### src/rtl/exc_pkg.sv
`timescale 1ns/1ps
// Package: shared encodings for the exception entry controller.
// Assumes a 32-bit status word with the mode in bits [4:0], the
// fast-interrupt mask in bit 6 and the normal-interrupt mask in bit 7.
package exc_pkg;

    localparam int ST_W      = 32;
    localparam int MODE_W    = 5;
    localparam int ST_F_BIT  = 6;
    localparam int ST_I_BIT  = 7;
    localparam int NUM_BANKS = 5;
    localparam int BANK_W    = $clog2(NUM_BANKS);

    localparam logic [MODE_W-1:0] MODE_USER   = 5'b10000;
    localparam logic [MODE_W-1:0] MODE_FAST   = 5'b10001;
    localparam logic [MODE_W-1:0] MODE_NORM   = 5'b10010;
    localparam logic [MODE_W-1:0] MODE_SUPV   = 5'b10011;
    localparam logic [MODE_W-1:0] MODE_ABORT  = 5'b10111;
    localparam logic [MODE_W-1:0] MODE_UNDEF  = 5'b11011;
    localparam logic [MODE_W-1:0] MODE_SYSTEM = 5'b11111;

    localparam logic [ST_W-1:0] ST_RESET      = 32'h0000_00D3;
    localparam logic [ST_W-1:0] ST_SAVED_INIT = 32'h0000_0010;

    typedef enum logic [2:0] {
        CAUSE_NONE,
        CAUSE_RESET,
        CAUSE_UNDEF,
        CAUSE_SVC,
        CAUSE_FETCH_ABT,
        CAUSE_DATA_ABT,
        CAUSE_NORM_IRQ,
        CAUSE_FAST_IRQ
    } cause_e;

    // Word index of the handler entry inside the vector region.
    function automatic logic [2:0] vector_slot(cause_e c);
        case (c)
            CAUSE_UNDEF:     return 3'd1;
            CAUSE_SVC:       return 3'd2;
            CAUSE_FETCH_ABT: return 3'd3;
            CAUSE_DATA_ABT:  return 3'd4;
            CAUSE_NORM_IRQ:  return 3'd6;
            CAUSE_FAST_IRQ:  return 3'd7;
            default:         return 3'd0;
        endcase
    endfunction

    // Mode code entered for each cause.
    function automatic logic [MODE_W-1:0] target_mode(cause_e c);
        case (c)
            CAUSE_UNDEF:     return MODE_UNDEF;
            CAUSE_FETCH_ABT: return MODE_ABORT;
            CAUSE_DATA_ABT:  return MODE_ABORT;
            CAUSE_NORM_IRQ:  return MODE_NORM;
            CAUSE_FAST_IRQ:  return MODE_FAST;
            default:         return MODE_SUPV;
        endcase
    endfunction

    // Saved-register bank index for a mode code.
    function automatic logic [BANK_W-1:0] bank_of(logic [MODE_W-1:0] m);
        case (m)
            MODE_FAST:  return BANK_W'(0);
            MODE_NORM:  return BANK_W'(1);
            MODE_SUPV:  return BANK_W'(2);
            MODE_ABORT: return BANK_W'(3);
            MODE_UNDEF: return BANK_W'(4);
            default:    return BANK_W'(0);
        endcase
    endfunction

    // True when the mode owns a saved-status register.
    function automatic logic has_bank(logic [MODE_W-1:0] m);
        case (m)
            MODE_USER, MODE_SYSTEM: return 1'b0;
            MODE_FAST, MODE_NORM, MODE_SUPV,
            MODE_ABORT, MODE_UNDEF: return 1'b1;
            default:                return 1'b0;
        endcase
    endfunction

endpackage

### src/rtl/exc_arbiter.sv
`timescale 1ns/1ps
// Module: exc_arbiter
// Masks the interrupt levels with the current status bits and picks the
// single cause to take this cycle by fixed priority.
// Assumes strobes are already aligned to the controller clock.
module exc_arbiter
    import exc_pkg::*;
(
    input  logic   reset_req,
    input  logic   data_abort_stb,
    input  logic   fast_irq,
    input  logic   norm_irq,
    input  logic   fetch_abort_stb,
    input  logic   undef_stb,
    input  logic   svc_call_stb,
    input  logic   i_mask,
    input  logic   f_mask,
    output cause_e cause
);

    localparam int NUM_REQ = 7;

    logic [NUM_REQ-1:0] req;

    // Cause held by each request bit; bit 0 has the highest priority.
    function automatic cause_e cause_at(int k);
        case (k)
            0:       return CAUSE_RESET;
            1:       return CAUSE_DATA_ABT;
            2:       return CAUSE_FAST_IRQ;
            3:       return CAUSE_NORM_IRQ;
            4:       return CAUSE_FETCH_ABT;
            5:       return CAUSE_UNDEF;
            default: return CAUSE_SVC;
        endcase
    endfunction

    // Gather requests in priority order, interrupts behind their masks.
    always_comb begin
        req[0] = reset_req;
        req[1] = data_abort_stb;
        req[2] = fast_irq & ~f_mask;
        req[3] = norm_irq & ~i_mask;
        req[4] = fetch_abort_stb;
        req[5] = undef_stb;
        req[6] = svc_call_stb;
    end

    // Lowest set bit wins.
    always_comb begin
        cause = CAUSE_NONE;
        for (int k = NUM_REQ - 1; k >= 0; k--) begin
            if (req[k]) cause = cause_at(k);
        end
    end

endmodule

### src/rtl/exc_status_bank.sv
`timescale 1ns/1ps
// Module: exc_status_bank
// Holds the current status word and one saved-status register per
// exception mode. A write port per register class, one read port for
// the saved bank. Assumes saved_idx and rd_idx are below N.
module exc_status_bank
    import exc_pkg::*;
#(
    parameter int              N         = NUM_BANKS,
    parameter logic [ST_W-1:0] RST_ST    = ST_RESET,
    parameter logic [ST_W-1:0] SAVED_RST = ST_SAVED_INIT,
    localparam int             IDX_W     = (N > 1) ? $clog2(N) : 1
)(
    input  logic             clk,
    input  logic             rst_n,
    input  logic             status_we,
    input  logic [ST_W-1:0]  status_d,
    input  logic             saved_we,
    input  logic [IDX_W-1:0] saved_idx,
    input  logic [ST_W-1:0]  saved_d,
    input  logic [IDX_W-1:0] rd_idx,
    output logic [ST_W-1:0]  status_q,
    output logic [ST_W-1:0]  saved_rd
);

    logic [ST_W-1:0] saved_all [N];

    // Current status word register.
    always_ff @(posedge clk) begin
        if (!rst_n)         status_q <= RST_ST;
        else if (status_we) status_q <= status_d;
    end

    for (genvar g = 0; g < N; g++) begin : g_bank
        logic [ST_W-1:0] q;

        // Saved-status register of one mode.
        always_ff @(posedge clk) begin
            if (!rst_n)                                      q <= SAVED_RST;
            else if (saved_we && saved_idx == IDX_W'(g))     q <= saved_d;
        end

        assign saved_all[g] = q;
    end

    // Read port selecting the active mode's saved word.
    always_comb begin
        saved_rd = '0;
        for (int k = 0; k < N; k++) begin
            if (rd_idx == IDX_W'(k)) saved_rd = saved_all[k];
        end
    end

endmodule

### src/rtl/exc_vector_gen.sv
`timescale 1ns/1ps
// Module: exc_vector_gen
// Pure logic: for the chosen cause, forms the handler address, the
// target mode, the status word after entry and the return address.
// Assumes the vector region starts at VEC_BASE with one word per cause.
module exc_vector_gen
    import exc_pkg::*;
#(
    parameter int                ADDR_W      = 32,
    parameter logic [ADDR_W-1:0] VEC_BASE    = '0,
    parameter logic [ADDR_W-1:0] LINK_OFFSET = ADDR_W'(4)
)(
    input  cause_e              cause,
    input  logic [ADDR_W-1:0]   cur_pc,
    input  logic [ST_W-1:0]     status_q,
    output logic [ADDR_W-1:0]   vec_addr,
    output logic [MODE_W-1:0]   tgt_mode,
    output logic [ST_W-1:0]     entry_status,
    output logic [ADDR_W-1:0]   link_value,
    output logic                writes_link
);

    // Handler address and return address.
    always_comb begin
        vec_addr    = VEC_BASE + ADDR_W'({vector_slot(cause), 2'b00});
        link_value  = cur_pc - LINK_OFFSET;
        tgt_mode    = target_mode(cause);
        writes_link = (cause != CAUSE_NONE) && (cause != CAUSE_RESET);
    end

    // Status word after entry: mode replaced, masks raised.
    always_comb begin
        if (cause == CAUSE_RESET) begin
            entry_status = ST_RESET;
        end else begin
            entry_status               = status_q;
            entry_status[MODE_W-1:0]   = tgt_mode;
            entry_status[ST_I_BIT]     = 1'b1;
            if (cause == CAUSE_FAST_IRQ) entry_status[ST_F_BIT] = 1'b1;
        end
    end

endmodule

### src/rtl/exc_entry_ctrl.sv
`timescale 1ns/1ps
// Module: exc_entry_ctrl (top)
// Sequences exception entry and return: arbitrates causes, updates the
// status word and the banked saved registers, and issues registered PC,
// link-register and saved-status writes one cycle after the request.
// Assumes link registers live in the datapath and ret_link carries the
// active mode's value.
module exc_entry_ctrl
    import exc_pkg::*;
#(
    parameter int                ADDR_W      = 32,
    parameter logic [ADDR_W-1:0] VEC_BASE    = '0,
    parameter logic [ADDR_W-1:0] LINK_OFFSET = ADDR_W'(4),
    parameter logic [ADDR_W-1:0] RET_ADJUST  = ADDR_W'(4)
)(
    input  logic              clk,
    input  logic              rst_n,
    input  logic              reset_req,
    input  logic              undef_stb,
    input  logic              svc_call_stb,
    input  logic              fetch_abort_stb,
    input  logic              data_abort_stb,
    input  logic              norm_irq,
    input  logic              fast_irq,
    input  logic [ADDR_W-1:0] cur_pc,
    input  logic              ret_req,
    input  logic              ret_alt,
    input  logic [ADDR_W-1:0] ret_link,
    output logic              pc_load,
    output logic [ADDR_W-1:0] pc_target,
    output logic              link_we,
    output logic [4:0]        link_mode,
    output logic [ADDR_W-1:0] link_data,
    output logic              saved_we,
    output logic [4:0]        saved_mode,
    output logic [31:0]       saved_data,
    output logic [31:0]       status_word
);

    cause_e             cause;
    logic [ADDR_W-1:0]  vec_addr;
    logic [MODE_W-1:0]  tgt_mode;
    logic [ST_W-1:0]    entry_status;
    logic [ADDR_W-1:0]  link_value;
    logic               writes_link;
    logic [ST_W-1:0]    saved_rd;
    logic               exc_take;
    logic               ret_take;
    logic               st_we;
    logic [ST_W-1:0]    st_d;
    logic               sv_we;
    logic [ADDR_W-1:0]  ret_pc;

    exc_arbiter i_arb (
        .reset_req       (reset_req),
        .data_abort_stb  (data_abort_stb),
        .fast_irq        (fast_irq),
        .norm_irq        (norm_irq),
        .fetch_abort_stb (fetch_abort_stb),
        .undef_stb       (undef_stb),
        .svc_call_stb    (svc_call_stb),
        .i_mask          (status_word[ST_I_BIT]),
        .f_mask          (status_word[ST_F_BIT]),
        .cause           (cause)
    );

    exc_vector_gen #(
        .ADDR_W      (ADDR_W),
        .VEC_BASE    (VEC_BASE),
        .LINK_OFFSET (LINK_OFFSET)
    ) i_vec (
        .cause        (cause),
        .cur_pc       (cur_pc),
        .status_q     (status_word),
        .vec_addr     (vec_addr),
        .tgt_mode     (tgt_mode),
        .entry_status (entry_status),
        .link_value   (link_value),
        .writes_link  (writes_link)
    );

    // Decide between entry, return or nothing, and form write data.
    always_comb begin
        exc_take = (cause != CAUSE_NONE);
        ret_take = ret_req && !exc_take && has_bank(status_word[MODE_W-1:0]);
        st_we    = exc_take || ret_take;
        st_d     = exc_take ? entry_status : saved_rd;
        sv_we    = writes_link;
        ret_pc   = ret_alt ? (ret_link - RET_ADJUST) : ret_link;
    end

    exc_status_bank #(
        .N         (NUM_BANKS),
        .RST_ST    (ST_RESET),
        .SAVED_RST (ST_SAVED_INIT)
    ) i_bank (
        .clk       (clk),
        .rst_n     (rst_n),
        .status_we (st_we),
        .status_d  (st_d),
        .saved_we  (sv_we),
        .saved_idx (bank_of(tgt_mode)),
        .saved_d   (status_word),
        .rd_idx    (bank_of(status_word[MODE_W-1:0])),
        .status_q  (status_word),
        .saved_rd  (saved_rd)
    );

    // Registered redirect, link and saved-status write outputs.
    always_ff @(posedge clk) begin
        if (!rst_n) begin
            pc_load    <= 1'b0;
            pc_target  <= '0;
            link_we    <= 1'b0;
            link_mode  <= '0;
            link_data  <= '0;
            saved_we   <= 1'b0;
            saved_mode <= '0;
            saved_data <= '0;
        end else begin
            pc_load    <= st_we;
            pc_target  <= exc_take ? vec_addr : (ret_take ? ret_pc : '0);
            link_we    <= writes_link;
            link_mode  <= writes_link ? tgt_mode : '0;
            link_data  <= writes_link ? link_value : '0;
            saved_we   <= sv_we;
            saved_mode <= sv_we ? tgt_mode : '0;
            saved_data <= sv_we ? status_word : '0;
        end
    end

endmodule

### config.mk
export PLATFORM = sky130hd
export DESIGN_NAME = exc_entry_ctrl
export DESIGN_NICKNAME = d
export VERILOG_FILES = /design/src/rtl/exc_pkg.sv /design/src/rtl/exc_arbiter.sv /design/src/rtl/exc_status_bank.sv /design/src/rtl/exc_vector_gen.sv /design/src/rtl/exc_entry_ctrl.sv
export SDC_FILE = /design/constraint.sdc
export NUM_CORES = 1
export LEC_CHECK = 0
export ABC_AREA = 0
export BUFFER_PORTS_ARGS = -buffer_cell sky130_fd_sc_hd__buf_2
export CORE_MARGIN = 3
export CORE_UTILIZATION = 50
export DETAILED_ROUTE_END_ITERATION = 10
export PLACE_DENSITY = 0.84
export SYNTH_ARGS = -nofsm -noshare
export SYNTH_HDL_FRONTEND = slang
export SYNTH_SLANG_ARGS = --single-unit
### constraint.sdc
create_clock -name clk -period 3.74 [get_ports clk]
set_clock_uncertainty 0.15 [all_clocks]
set_input_delay 0.561 -clock clk [delete_from_list [all_inputs] [get_ports clk]]
set_output_delay 0.561 -clock clk [all_outputs]
set_load 0.03 [all_outputs]
# Word-level counts from Yosys, hierarchy flattened
# Index checks and enable logic that the tools add are counted.
[totals] regBits=295 latchBits=0 mem_bits_rw=0 mem_bits_ro=0 output_inout_bits=141 elab_cells=92 n_memories=0
[op_classes] add_sub_neg=2 mul=0 div_mod_pow=0 n_lt_le_gt_ge=0 n_eq_ne=27 shift=0 n_mux=23 n_bitwise=6 n_reduce_logical=19
[ops] cell="$mux 32" count=8
[ops] cell="$sub 32x3->32 const B" count=2
[ops] cell="$eq 5x5->1 const B" count=9
[ops] cell="$pmux 3 s4" count=2
[ops] cell="$eq 3x2->1 const B" count=6
[ops] cell="$eq 3x3->1 const B" count=6
[ops] cell="$pmux 3 s6" count=1
[ops] cell="$pmux 4 s4" count=1
[ops] cell="$mux 3" count=5
[ops] cell="$mux 5" count=2
[ops] cell="$eq 3x1->1 const B" count=3
[ops] cell="$logic_and 1x1->1" count=8
[ops] cell="$logic_not 3->1" count=2
[ops] cell="$ne 3x1->1 const B" count=2
[ops] cell="$reduce_and 2->1" count=3
[ops] cell="$reduce_or 5->1" count=1
[ops] cell="$mux 2" count=2
[ops] cell="$not 1->1" count=4
[ops] cell="$reduce_bool 3->1" count=1
[ops] cell="$reduce_or 3->1" count=1
[ops] cell="$and 1x1->1" count=2
[ops] cell="$mux 1" count=2
[ops] cell="$ne 2x1->1 const B" count=1
[ops] cell="$reduce_or 2->1" count=1
[ops] cell="other kinds (2)" count=2

# Longest topological paths before layout
# Gate-level depths: netlist of the first run.
[logic_depth] depth_word=14 mapped_depth=13

# By module
# Synthesis of the first run repeated with hierarchy kept, for this count alone.
[hier_totals] cells_unflattened=1637 hier_area_um2=13827.0
[modules_own_cells] mod="exc_status_bank" n_inst=1 cells_per_inst=985 area_each_um2=8395.6 seq_area_each_um2=3843.7
[modules_own_cells] mod="exc_entry_ctrl" n_inst=1 cells_per_inst=474 area_each_um2=4184.0 seq_area_each_um2=2062.0
[modules_own_cells] mod="exc_vector_gen" n_inst=1 cells_per_inst=168 area_each_um2=1177.4 seq_area_each_um2=0.0
[modules_own_cells] mod="exc_arbiter" n_inst=1 cells_per_inst=10 area_each_um2=70.1 seq_area_each_um2=0.0

# Worst setup path before layout of the first run
# No wires, ideal clock.
[synth_path] path_type="in2reg" start="input norm_irq" end="register i_bank.g_bank[2].q[4]" setup_ns=0.129 arrival_time_ns=2.809 t_required_ns=3.461 setup_slack_ns=0.651 path_stages=12 path_buffers=2 path_cell_list="nand2b_1 -> clkbuf_1 -> nand2_1 -> nor3_1 -> inv_1 -> ha_1 -> nor3_1 -> nand2_1 -> a21oi_1 -> buf_2 -> mux2i_1 -> nand2_1"
[synth_between] elab_chain_len=12
[synth_rtl] element="from (decl)" line_no="exc_entry_ctrl.sv:23" source="input logic norm_irq,"
[synth_rtl] element="$and 1x1->1 *" line_no="exc_arbiter.sv:43" source="req[3] = norm_irq & ~i_mask;"
[synth_rtl] element="$mux 3 * (4 in series)" line_no="exc_arbiter.sv:53" source="if (req[k]) cause = cause_at(k);"
[synth_rtl] element="$eq 3x3->1" line_no="exc_pkg.sv:51" source="case (c)"
[synth_rtl] element="$reduce_or 2->1 (no line)"
[synth_rtl] element="$pmux 4 s4" line_no="exc_pkg.sv:51"
[synth_rtl] element="$eq 5x5->1" line_no="exc_pkg.sv:63" source="case (m)"
[synth_rtl] element="$pmux 3 s4" line_no="exc_pkg.sv:63"
[synth_rtl] element="$eq 3x2->1" line_no="exc_status_bank.sv:40" source="else if (saved_we && saved_idx == IDX_W'(g)) q <= saved_d;"
[synth_rtl] element="$logic_and 1x1->1 *" line_no="exc_status_bank.sv:40"
[synth_rtl] element="to (signal assigned)" line_no="exc_status_bank.sv:40"
[synth_rtl] element="to (decl)" line_no="exc_status_bank.sv:35" source="logic [ST_W-1:0] q;"
# Every way passes the cells marked *; elsewhere a longest branch is shown, timed or not.
# A chain may end at the register's enable or synchronous reset.

# Worst setup path in the final report of the first run
[layout_path] start="register i_bank.status_q[6]" end="register i_bank.g_bank[2].q[28]"
[layout_between] elab_chain_len=12
[layout_rtl] element="from (decl)" line_no="exc_status_bank.sv:22" source="output logic [ST_W-1:0] status_q,"
[layout_rtl] element="from (signal assigned)" line_no="exc_status_bank.sv:31" source="else if (status_we) status_q <= status_d;"
[layout_rtl] element="$not 1->1 *" line_no="exc_arbiter.sv:42" source="req[2] = fast_irq & ~f_mask;"
[layout_rtl] element="$and 1x1->1 *" line_no="exc_arbiter.sv:42"
[layout_rtl] element="$mux 3 * (3 in series)" line_no="exc_arbiter.sv:53"
[layout_rtl] element="$eq 3x3->1" line_no="exc_pkg.sv:51"
[layout_rtl] element="$reduce_or 2->1 (no line)"
[layout_rtl] element="$pmux 4 s4" line_no="exc_pkg.sv:51"
[layout_rtl] element="$eq 5x5->1" line_no="exc_pkg.sv:63"
[layout_rtl] element="$pmux 3 s4" line_no="exc_pkg.sv:63"
[layout_rtl] element="$eq 3x2->1" line_no="exc_status_bank.sv:40"
[layout_rtl] element="$logic_and 1x1->1 *" line_no="exc_status_bank.sv:40"
# Marks and branches as above.

==> impl_results.md, run 1 <==
- Mapped Cells: roughly 1400
- Max Slew Vio Count: 0
- Pin count of the biggest net entering global routing: 64
- Global-route congestion overflow total: 0
- Clock Path Buffers: 3
- Ys async rst share: 0
- Mapped Area: ~12000 µm²
- Max Fanout on Critical Path: 32
- Initial antenna violation count: 0
- CP required: between 3 and 4 ns
- Slew margin rel.: 0.294
- Clk Latency, worst-skew pair: 0.55 ns
- Post-synth top flop: dfxtp_1
- Nets: approximately 1600
- Hold slack: around 0.057 ns
- Worst setup EP type: flop
- CTS tree: yes
- First-pass GRT wire length: around 53000 µm
- DP HPWL: approximately 20000 µm
- Root Buffer: clkbuf_16
- Die height: 160 µm
- Vias in the first global route: slightly above 10000
- Post-CTS sizing: 0
- Most frequent cells after synthesis: dfxtp_1 (295), nand2_1 (269), nor2_1 (133)
- Critical Path, Cell by Cell: nand2b_1 -> nand2_1 -> nor3_1 -> inv_1 -> ha_1 -> nor3_1 -> nand2_1 -> a21oi_4 -> buf_12 -> mux2i_1 -> nor2_1
- Ant diodes: 0
- Total GRT Usage: 0.246
- Core area: around 23000 µm²
- Largest cells by area after synthesis: dfxtp_1 (50%), nand2_1 (8.5%), a21oi_1 (5.0%)
- Row count: 55
- Status: completed
- Pleak: 5.63 nW
- Worst hold path type: input pin to flop
- Met3 GRT Util: 0.0389
- Initial core utilization: 0.516
- Clk sinks: 295
- Gpl congestion: ~0.90
- Area share of the largest cell type after synthesis: 0.498
- P per Cell Area: about 470 nW/µm²
- Synth cell types: 62
- Yosys warnings: 0
- Final setup viols: 0
- Via/cell ratio: ~5.7
- Syn Area/Cell: ~8.5 µm²
- # hold bufs at CTS: 0
- GR Util met1: 0.318
- Post-CTS Setup Bufs: 0
- Total die area: ~26000 µm²
- Port bufs: 215
- IO Pins: ~220
- CTS HTree Levels: 1
- Max-Cap Viols: 0
- CP arrival: about 3.6 ns
- WL/cell: about 18 µm
- Die Width: around 160 µm
- CP Class: flop to flop
- Syn_nets: between 1000 and 1500
- Register area share after synthesis: 0.498
- Fin. Hold Viols: 0
- Slowest stage cell, crit path: dfxtp_1
- Post-DRT Antenna Nets: 0
- EDFF count, synth: 0
- Setup TNS: 0 ns
- Routed Wire Length: approximately 33000 µm
- Register bit total from synthesis: between 200 and 300
- Initial DRC Count: about 1100
- Worst setup SP type: flop
- Final worst-path cycle share: 0.904
- Minimum clock period: approximately 3.4 ns
- Met2 usage: 0.413
- Synth area leader: dfxtp_1
- Peak VDD IR: roughly 0.30 mV
- Cell with the most instances after synthesis: dfxtp_1
- Tightest Pin Transition: ~1.1 ns
- Fmax: 0.296 GHz
- Fill count: 1983
- GRT busiest layer: met2
- RSZ-0062 raised after global routing: no
- Area delta synth->final: 19.5%
- Layout cells sized above 1: 0.205
- Via count: roughly 11000
- Post-layout util: 0.617
- Cts bufs inserted: 30
- Clock slew at reported path FFs: approximately 0.060 ns
- Max incr delay on CP: between 0.5 and 0.6 ns
- DRC viols: 0
- Detailed Routing Iterations Pass 1: 5
[kinds of logic (layout without fill, tap and decap cells)]
kind of cell	count (synthesis)	count (layout)	synth area share
buf+inv	120	314	0.0418
fa+ha+maj	6	6	0.00633
flops	295	295	0.498
simple gates	591	591	0.226
mux	49	49	0.0426
compound gates	276	276	0.146
xor+xnor	53	53	0.0391
[through the flow]
| step | cell area (µm²) | setup WS [ns] | power, mW | cells |
|---|---|---|---|---|
| 6_report | 14200 | 0.359 | 6.62 | 1897 |
| 5_1_grt | 14200 | 0.135 | 6.82 | 1897 |
| 4_1_cts | 14200 | 0.444 | 6.64 | 1897 |
| 3_5_place_dp | 13200 | 0.387 | 3.75 | 1844 |
| 3_3_place_gp | 13200 | 0.565 | 3.74 | 1844 |
| 2_1_floorplan | 11900 | 0.651 | 3.56 | 1390 |
[report_power, final]
group / leakage [nW] / total [mW] / switching, mW / internal, mW
clock network: 0.491 / 2.92 / 1.19 / 1.74
logic: 2.75 / 0.491 / 0.340 / 0.151
registers: 2.39 / 3.20 / 0.0205 / 3.18
[cell usage in the layout, fill, tap and decap left out, types with 9 or more instances in the layout]
| cell | netlist | routed |
|---|---|---|
| buf_2 | 12 | 215 |
| a22o_1 | 24 | 24 |
| o22ai_1 | 14 | 14 |
| nand2b_1 | 9 | 9 |
| nor2_1 | 133 | 131 |
| or4_1 | 9 | 9 |
| clkbuf_8 | 0 | 12 |
| nand3_1 | 47 | 47 |
| xor2_1 | 23 | 23 |
| a32oi_1 | 10 | 10 |
| nor3_1 | 24 | 24 |
| mux2_2 | 12 | 12 |
| a21oi_1 | 118 | 117 |
| and2_1 | 38 | 37 |
| o21ai_0 | 51 | 51 |
| buf_4 | 8 | 27 |
| mux2i_1 | 37 | 37 |
| nor4_1 | 12 | 12 |
| a222oi_1 | 15 | 15 |
| clkbuf_16 | 0 | 31 |
| xnor2_1 | 30 | 30 |
| inv_1 | 16 | 15 |
| nand2_1 | 269 | 269 |
| dfxtp_1 | 295 | 294 |
[state kept, by name, summed over array words and instances (netlist names)]
signal	cells
link_data	32
saved_data	32
pc_target	32
i_bank.g_bank.q	160
pc_load	1
saved_we	1
i_bank.status_q	32
saved_mode	5
[final cells by class]
cell class / count / area (µm²) / area share
sequential: 295 / 5910 / 0.417
multi-input combinational: 975 / 5500 / 0.388
timing repair buffer: 245 / 1340 / 0.0944
clock buffer: 49 / 963 / 0.0679
tap: 313 / 392 / 0.0276
inverter: 16 / 61.3 / 0.00432
clock inverter: 4 / 20.0 / 0.00141
[metal layers]
metal  wire (µm)  vias to the layer above
met1       13400                     5132
met4        1260                        0
met3        2880                      106
li1            -                     5100
met5           0                        -
met2       15700                      529
[worst max-delay path, delay by kind of cell (launching register included)]
kind	cells	cell delay, ns
muxes	1	0.27
adders and majority gates	1	0.26
buffers and inverters	2	0.41
DFF	1	0.54
and+or+nand+nor	6	1.42
AOI/OAI and AO/OA	1	0.15
[path summary, 6_finish.rpt]
kind	depth (start not counted)	startpoint	endpoint	slack (ns)
max	11	i_bank.status_q[6]$_SDFFE_PN1P_	i_bank.g_bank[2].q[28]$_SDFFE_PN0P_	0.36
min	2	cur_pc[2]	link_data[2]$_SDFF_PN0_	0.06
max reg2reg	11	i_bank.status_q[6]$_SDFFE_PN1P_	i_bank.g_bank[2].q[28]$_SDFFE_PN0P_	0.36
min reg2reg	2	i_bank.g_bank[4].q[15]$_SDFFE_PN0P_	i_bank.g_bank[4].q[15]$_SDFFE_PN0P_	0.30
No activity file was read; power rests on OpenSTA's default activity.
==> inputs of run 2 (changes only) <==
- clock period: 3.74 -> 4.3 ns (I/O delays scaled with it)
==> impl_results.md, run 2 (synthesis results as in run 1) <==
- Clock Path Buffers: 3
- Root Buffer: clkbuf_16
- Critical Path, Cell by Cell: nand2b_1 -> nand2_1 -> nor3_1 -> inv_1 -> ha_1 -> nor3_1 -> nand2_1 -> a21oi_4 -> buf_4 -> mux2i_1 -> nand2_1
- Clk sinks: between 200 and 300
- Clk Latency, worst-skew pair: between 0.5 and 0.6 ns
- First-pass GRT wire length: roughly 53000 µm
- Total GRT Usage: 0.244
- CP dominant cell by count: nand2_1
- Pleak: ~5.6 nW
- Top reg by flops: i_bank.g_bank.q
- CP arrival: about 4 ns
- Die height: about 160 µm
- Initial core utilization: 0.516
- Worst Setup SP: i_bank.status_q[7]$_SDFFE_PN1P_
- Port bufs: roughly 220
- Core area: between 20000 and 25000 µm²
- CP required: 4.55 ns
- Minimum clock period: between 3 and 4 ns
- Peak VDD IR: between 0.2 and 0.3 mV
- Initial antenna violation count: 0
- Place WS: about 0.64 ns
- Max-Cap Viols: 0
- Die Width: approximately 160 µm
- RR Endpoint: i_bank.g_bank[2].q[4]$_SDFFE_PN1P_
- Pin count of the biggest net entering global routing: approximately 80
- Gpl congestion: 0.893
- Final worst slack: approximately 0.65 ns
- Via count: 10800
- Clock slew at reported path FFs: 0.06 ns
- Layout cells sized above 1: 0.203
- Cell count of the worst reg-to-reg path: 11
- Max reg flops: 160
- Routed Wire Length: around 33000 µm
- Max Slew Vio Count: 0
- Worst setup SP type: flop
- Fin. Hold Viols: 0
- Slowest stage cell, crit path: dfxtp_1
- CP Class: flop to flop
- Cts bufs inserted: 31
- Setup TNS: 0 ns
- Placed cell areas: between 10000 and 15000 µm²
- Final worst-path cycle share: 0.849
- P per Cell Area: 407 nW/µm²
- WL/cell: about 17 µm
- CTS HTree Levels: 1
- DRC viols: 0
- CP endpoint: i_bank.g_bank[2].q[4]$_SDFFE_PN1P_
- Commonest cells after routing, fill and taps aside: dfxtp_1 (294), nand2_1 (269), buf_2 (215), nor2_1 (131), a21oi_1 (117)
- Commonest non-fill, non-tap cell in the layout: dfxtp_1
- IO Pins: between 200 and 250
- RSZ-0062 raised after global routing: no
- Post-CTS Setup Bufs: 0
- Post-DRT Antenna Nets: 0
- Ant diodes: 0
- RR Startpoint: i_bank.status_q[7]$_SDFFE_PN1P_
- Worst hold path type: input pin to flop
- Fmax: roughly 0.27 GHz
- Max Fanout on Critical Path: 32
- Post-CTS sizing: 0
- Global-route congestion overflow total: 0
- Reg2reg setup slack: between 0.6 and 0.7 ns
- Via/cell ratio: ~5.7
- # hold bufs at CTS: 0
- DP HPWL: a little over 20000 µm
- Total die area: ~26000 µm²
- Max incr delay on CP: roughly 0.56 ns
- Final Cell Area: between 10000 and 15000 µm²
- Slew margin rel.: 0.245
- Status: completed
- Vias in the first global route: between 10000 and 15000
- Row count: 55
- Nets: approximately 1600
- Tightest Pin Transition: approximately 1.1 ns
- Final setup viols: 0
- Initial DRC Count: ~1200
- Detailed Routing Iterations Pass 1: 6
- CTS tree: yes
- Area delta synth->final: 19.0%
- Worst setup EP type: flop
run 2: where the power goes:
part	switching, mW	total [mW]	internal (mW)	leakage [nW]
Clock	1.05	2.54	1.49	0.487
Combinational	0.288	0.418	0.130	2.73
Sequential	0.0203	2.79	2.77	2.39
run 2: cell type report:
cell class,instances,area (µm²)
inverter,16,61.3
clock inverter,7,43.8
multi-input combinational,975,5490
clock buffer,47,936
fill,1949,8860
tap,313,392
sequential,295,5910
timing repair buffer,242,1290
run 2: how the worst min path moves through the flow:
stage                                        startpoint                                   to  slack (ns)  cells past startpoint
global placement    i_bank.g_bank[4].q[31]$_SDFFE_PN0P_  i_bank.g_bank[4].q[31]$_SDFFE_PN0P_        0.29                      2
global route                                  cur_pc[2]              link_data[2]$_SDFF_PN0_        0.14                      2
CTS                                           cur_pc[2]              link_data[2]$_SDFF_PN0_        0.13                      2
finish                                      ret_link[1]              pc_target[1]$_SDFF_PP0_        0.14                      2
detailed placement  i_bank.g_bank[3].q[31]$_SDFFE_PN0P_  i_bank.g_bank[3].q[31]$_SDFFE_PN0P_        0.30                      2
floorplan           i_bank.g_bank[4].q[31]$_SDFFE_PN0P_  i_bank.g_bank[4].q[31]$_SDFFE_PN0P_        0.28                      2
run 2: metrics by stage:
step	hold WS, ns	instances	power (mW)	utilization
after floorplan	0.281	1390	3.10	-
after global placement	0.286	1841	3.25	0.572
after detailed placement	0.296	1841	3.26	0.572
after CTS	0.125	1895	5.78	0.614
after global routing	0.139	1895	5.92	0.614
final	0.144	1895	5.75	0.614
run 2: worst max-delay path, delay by kind of cell (launching register included):
kind | cells | cell delay, ns
flops | 1 | 0.56
mux | 1 | 0.26
buf+inv | 2 | 0.69
compound gates | 1 | 0.12
simple gates | 6 | 1.42
fa+ha+maj | 1 | 0.29
run 2: per-layer routing:
metal / GRT usage / share of wire / vias to the layer above
met5: 0 / 0 / -
met1: 0.307 / 0.40 / 5085
met2: 0.416 / 0.48 / 503
li1: - / - / 5103
met4: 0.0923 / 0.033 / 0
met3: 0.0457 / 0.086 / 90
==> inputs of run 3 (changes only) <==
- PLACE_DENSITY: 0.84 -> 0.87
- clock period: 4.3 -> 3.3 ns (I/O delays scaled with it)
==> impl_results.md, run 3 (synthesis results as in run 1) <==
- Status: completed
- Tightest Pin Transition: approximately 0.69 ns
- Routed Wire Length: 33700 µm
- RR Startpoint: i_bank.status_q[6]$_SDFFE_PN1P_
- Total GRT Usage: 0.249
- Clock slew at reported path FFs: ~0.07 ns
- DRC viols: 0
- CP Class: flop to flop
- Worst hold path type: input pin to flop
- Max incr delay on CP: roughly 0.33 ns
- Setup TNS: 0 ns
- Row count: 55
- Register area: about 5900 µm²
- RSZ-0062 raised after global routing: no
- CTS tree: yes
- IO Pins: roughly 220
- Nets: 1660
- Cts bufs inserted: 30
- Fin. Hold Viols: 0
- Area of the multi-input gates: 5490 µm²
- Critical Path, Cell by Cell: nand2b_1 -> nand2_1 -> nor3_1 -> inv_1 -> ha_1 -> nor3_1 -> nand2_1 -> a21oi_4 -> buf_12 -> mux2i_1 -> nor2_1
- Worst setup SP type: flop
- Hold Crit Start: ret_link[31]
- Worst setup EP type: flop
- RR Endpoint: i_bank.g_bank[2].q[21]$_SDFFE_PN0P_
- CTS HTree Levels: 1
- Hold Crit Depth: 3
- Via/cell ratio: ~5.7
- Fill count: between 1500 and 2000
- Clk sinks: approximately 300
- Area delta synth->final: 20.9%
- WL/cell: 17.6 µm
- Cell count of the worst reg-to-reg path: 11
- Reg2reg setup slack: between 0.3 and 0.4 ns
- Die height: 160 µm
- CP arrival: between 3 and 4 ns
- Max-Cap Viols: 0
- Peak VDD IR: 0.388 mV
- Worst Setup SP: i_bank.status_q[6]$_SDFFE_PN1P_
- Max reg flops: between 150 and 200
- Slowest stage cell, crit path: nor3_1
- Initial core utilization: 0.516
- Max Slew Vio Count: 0
- Post-CTS sizing: 0
- P per Cell Area: 529 nW/µm²
- Slew margin rel.: 0.540
- Global-route congestion overflow total: 0
- Die Width: 160 µm
- Clk Latency, worst-skew pair: roughly 0.55 ns
- Post-DRT Antenna Nets: 0
- Fmax: 0.343 GHz
- Layout cells sized above 1: 0.211
- Gpl congestion: slightly below 0.9
- CP required: between 3 and 4 ns
- Vias in the first global route: about 11000
- Top reg by flops: i_bank.g_bank.q
- Minimum clock period: just under 3 ns
- Initial DRC Count: 1285
- First-pass GRT wire length: between 50000 and 60000 µm
- DP HPWL: about 21000 µm
- Total die area: about 26000 µm²
- Core area: about 23000 µm²
- Port bufs: 215
- Final worst-path cycle share: 0.884
- Clock Path Buffers: 3
- Detailed Routing Iterations Pass 1: 6
- Pleak: ~5.7 nW
- Root Buffer: clkbuf_16
- Initial antenna violation count: 1
- Via count: between 10000 and 15000
- Total power: 7.59 mW
- Commonest cells after routing, fill and taps aside: dfxtp_1 (294), nand2_1 (269), buf_2 (215), nor2_1 (131), a21oi_1 (117)
- Hold Path Sink: pc_target[31]$_SDFF_PP0_
- Final setup viols: 0
- Pin count of the biggest net entering global routing: 72
- Max Fanout on Critical Path: 32
- Commonest non-fill, non-tap cell in the layout: dfxtp_1
run 3: through the flow:
stage                     instances   util  area [µm²]  hold WS [ns]  setup WS, ns
after global placement         1855  0.578       13300         0.287         0.364
after global routing           1916  0.624       14400        0.0614         0.188
after floorplan                1390      -       11900         0.281         0.241
after detailed placement       1855  0.578       13300         0.297         0.215
final                          1916  0.624       14400        0.0564         0.383
after CTS                      1915  0.624       14300        0.0513         0.446
run 3: report_power, final:
group | internal [mW] | leakage (nW) | switching (mW)
Clock | 2.00 | 0.494 | 1.40
Sequential | 3.61 | 2.39 | 0.0226
Combinational | 0.182 | 2.83 | 0.384
run 3: worst max-delay path by stage:
stage | end | cells past startpoint
floorplan | i_bank.g_bank[2].q[4]$_SDFFE_PN1P_ | 13
global placement | i_bank.g_bank[2].q[18]$_SDFFE_PN0P_ | 12
detailed placement | i_bank.g_bank[2].q[17]$_SDFFE_PN0P_ | 12
CTS | i_bank.g_bank[2].q[21]$_SDFFE_PN0P_ | 11
global route | i_bank.g_bank[2].q[21]$_SDFFE_PN0P_ | 11
finish | i_bank.g_bank[2].q[21]$_SDFFE_PN0P_ | 11
run 3: worst max-delay path: cells and delay by family (launching register included):
kind,cells,cell delay (ns)
flops,1,0.32
buf+inv,2,0.39
simple gates,6,1.28
mux,1,0.25
fa+ha+maj,1,0.25
compound gates,1,0.15
run 3: area by class of cell:
class                           count  share of cell area
Sequential cell                   295               0.412
Multi-Input combinational cell    975               0.383
Timing Repair Buffer              261               0.103
Clock buffer                       44              0.0637
Tap cell                          313              0.0273
Clock inverter                     11             0.00689
Inverter                           16             0.00427
Antenna cell                        1            0.000174
run 3: what timing repair did:
action,4_1_cts,5_1_grt
hold buffers,5,0
buffers inserted,0,0
endpoints found under the hold margin,5,0
run 3: per-layer routing:
layer  wire length [µm]  track usage  vias up
met1              13200        0.310     5129
met2              16600        0.440      559
met3               2790       0.0348      109
met4               1100       0.0939        0
li1                   -            -     5148
met5                  0            0        -
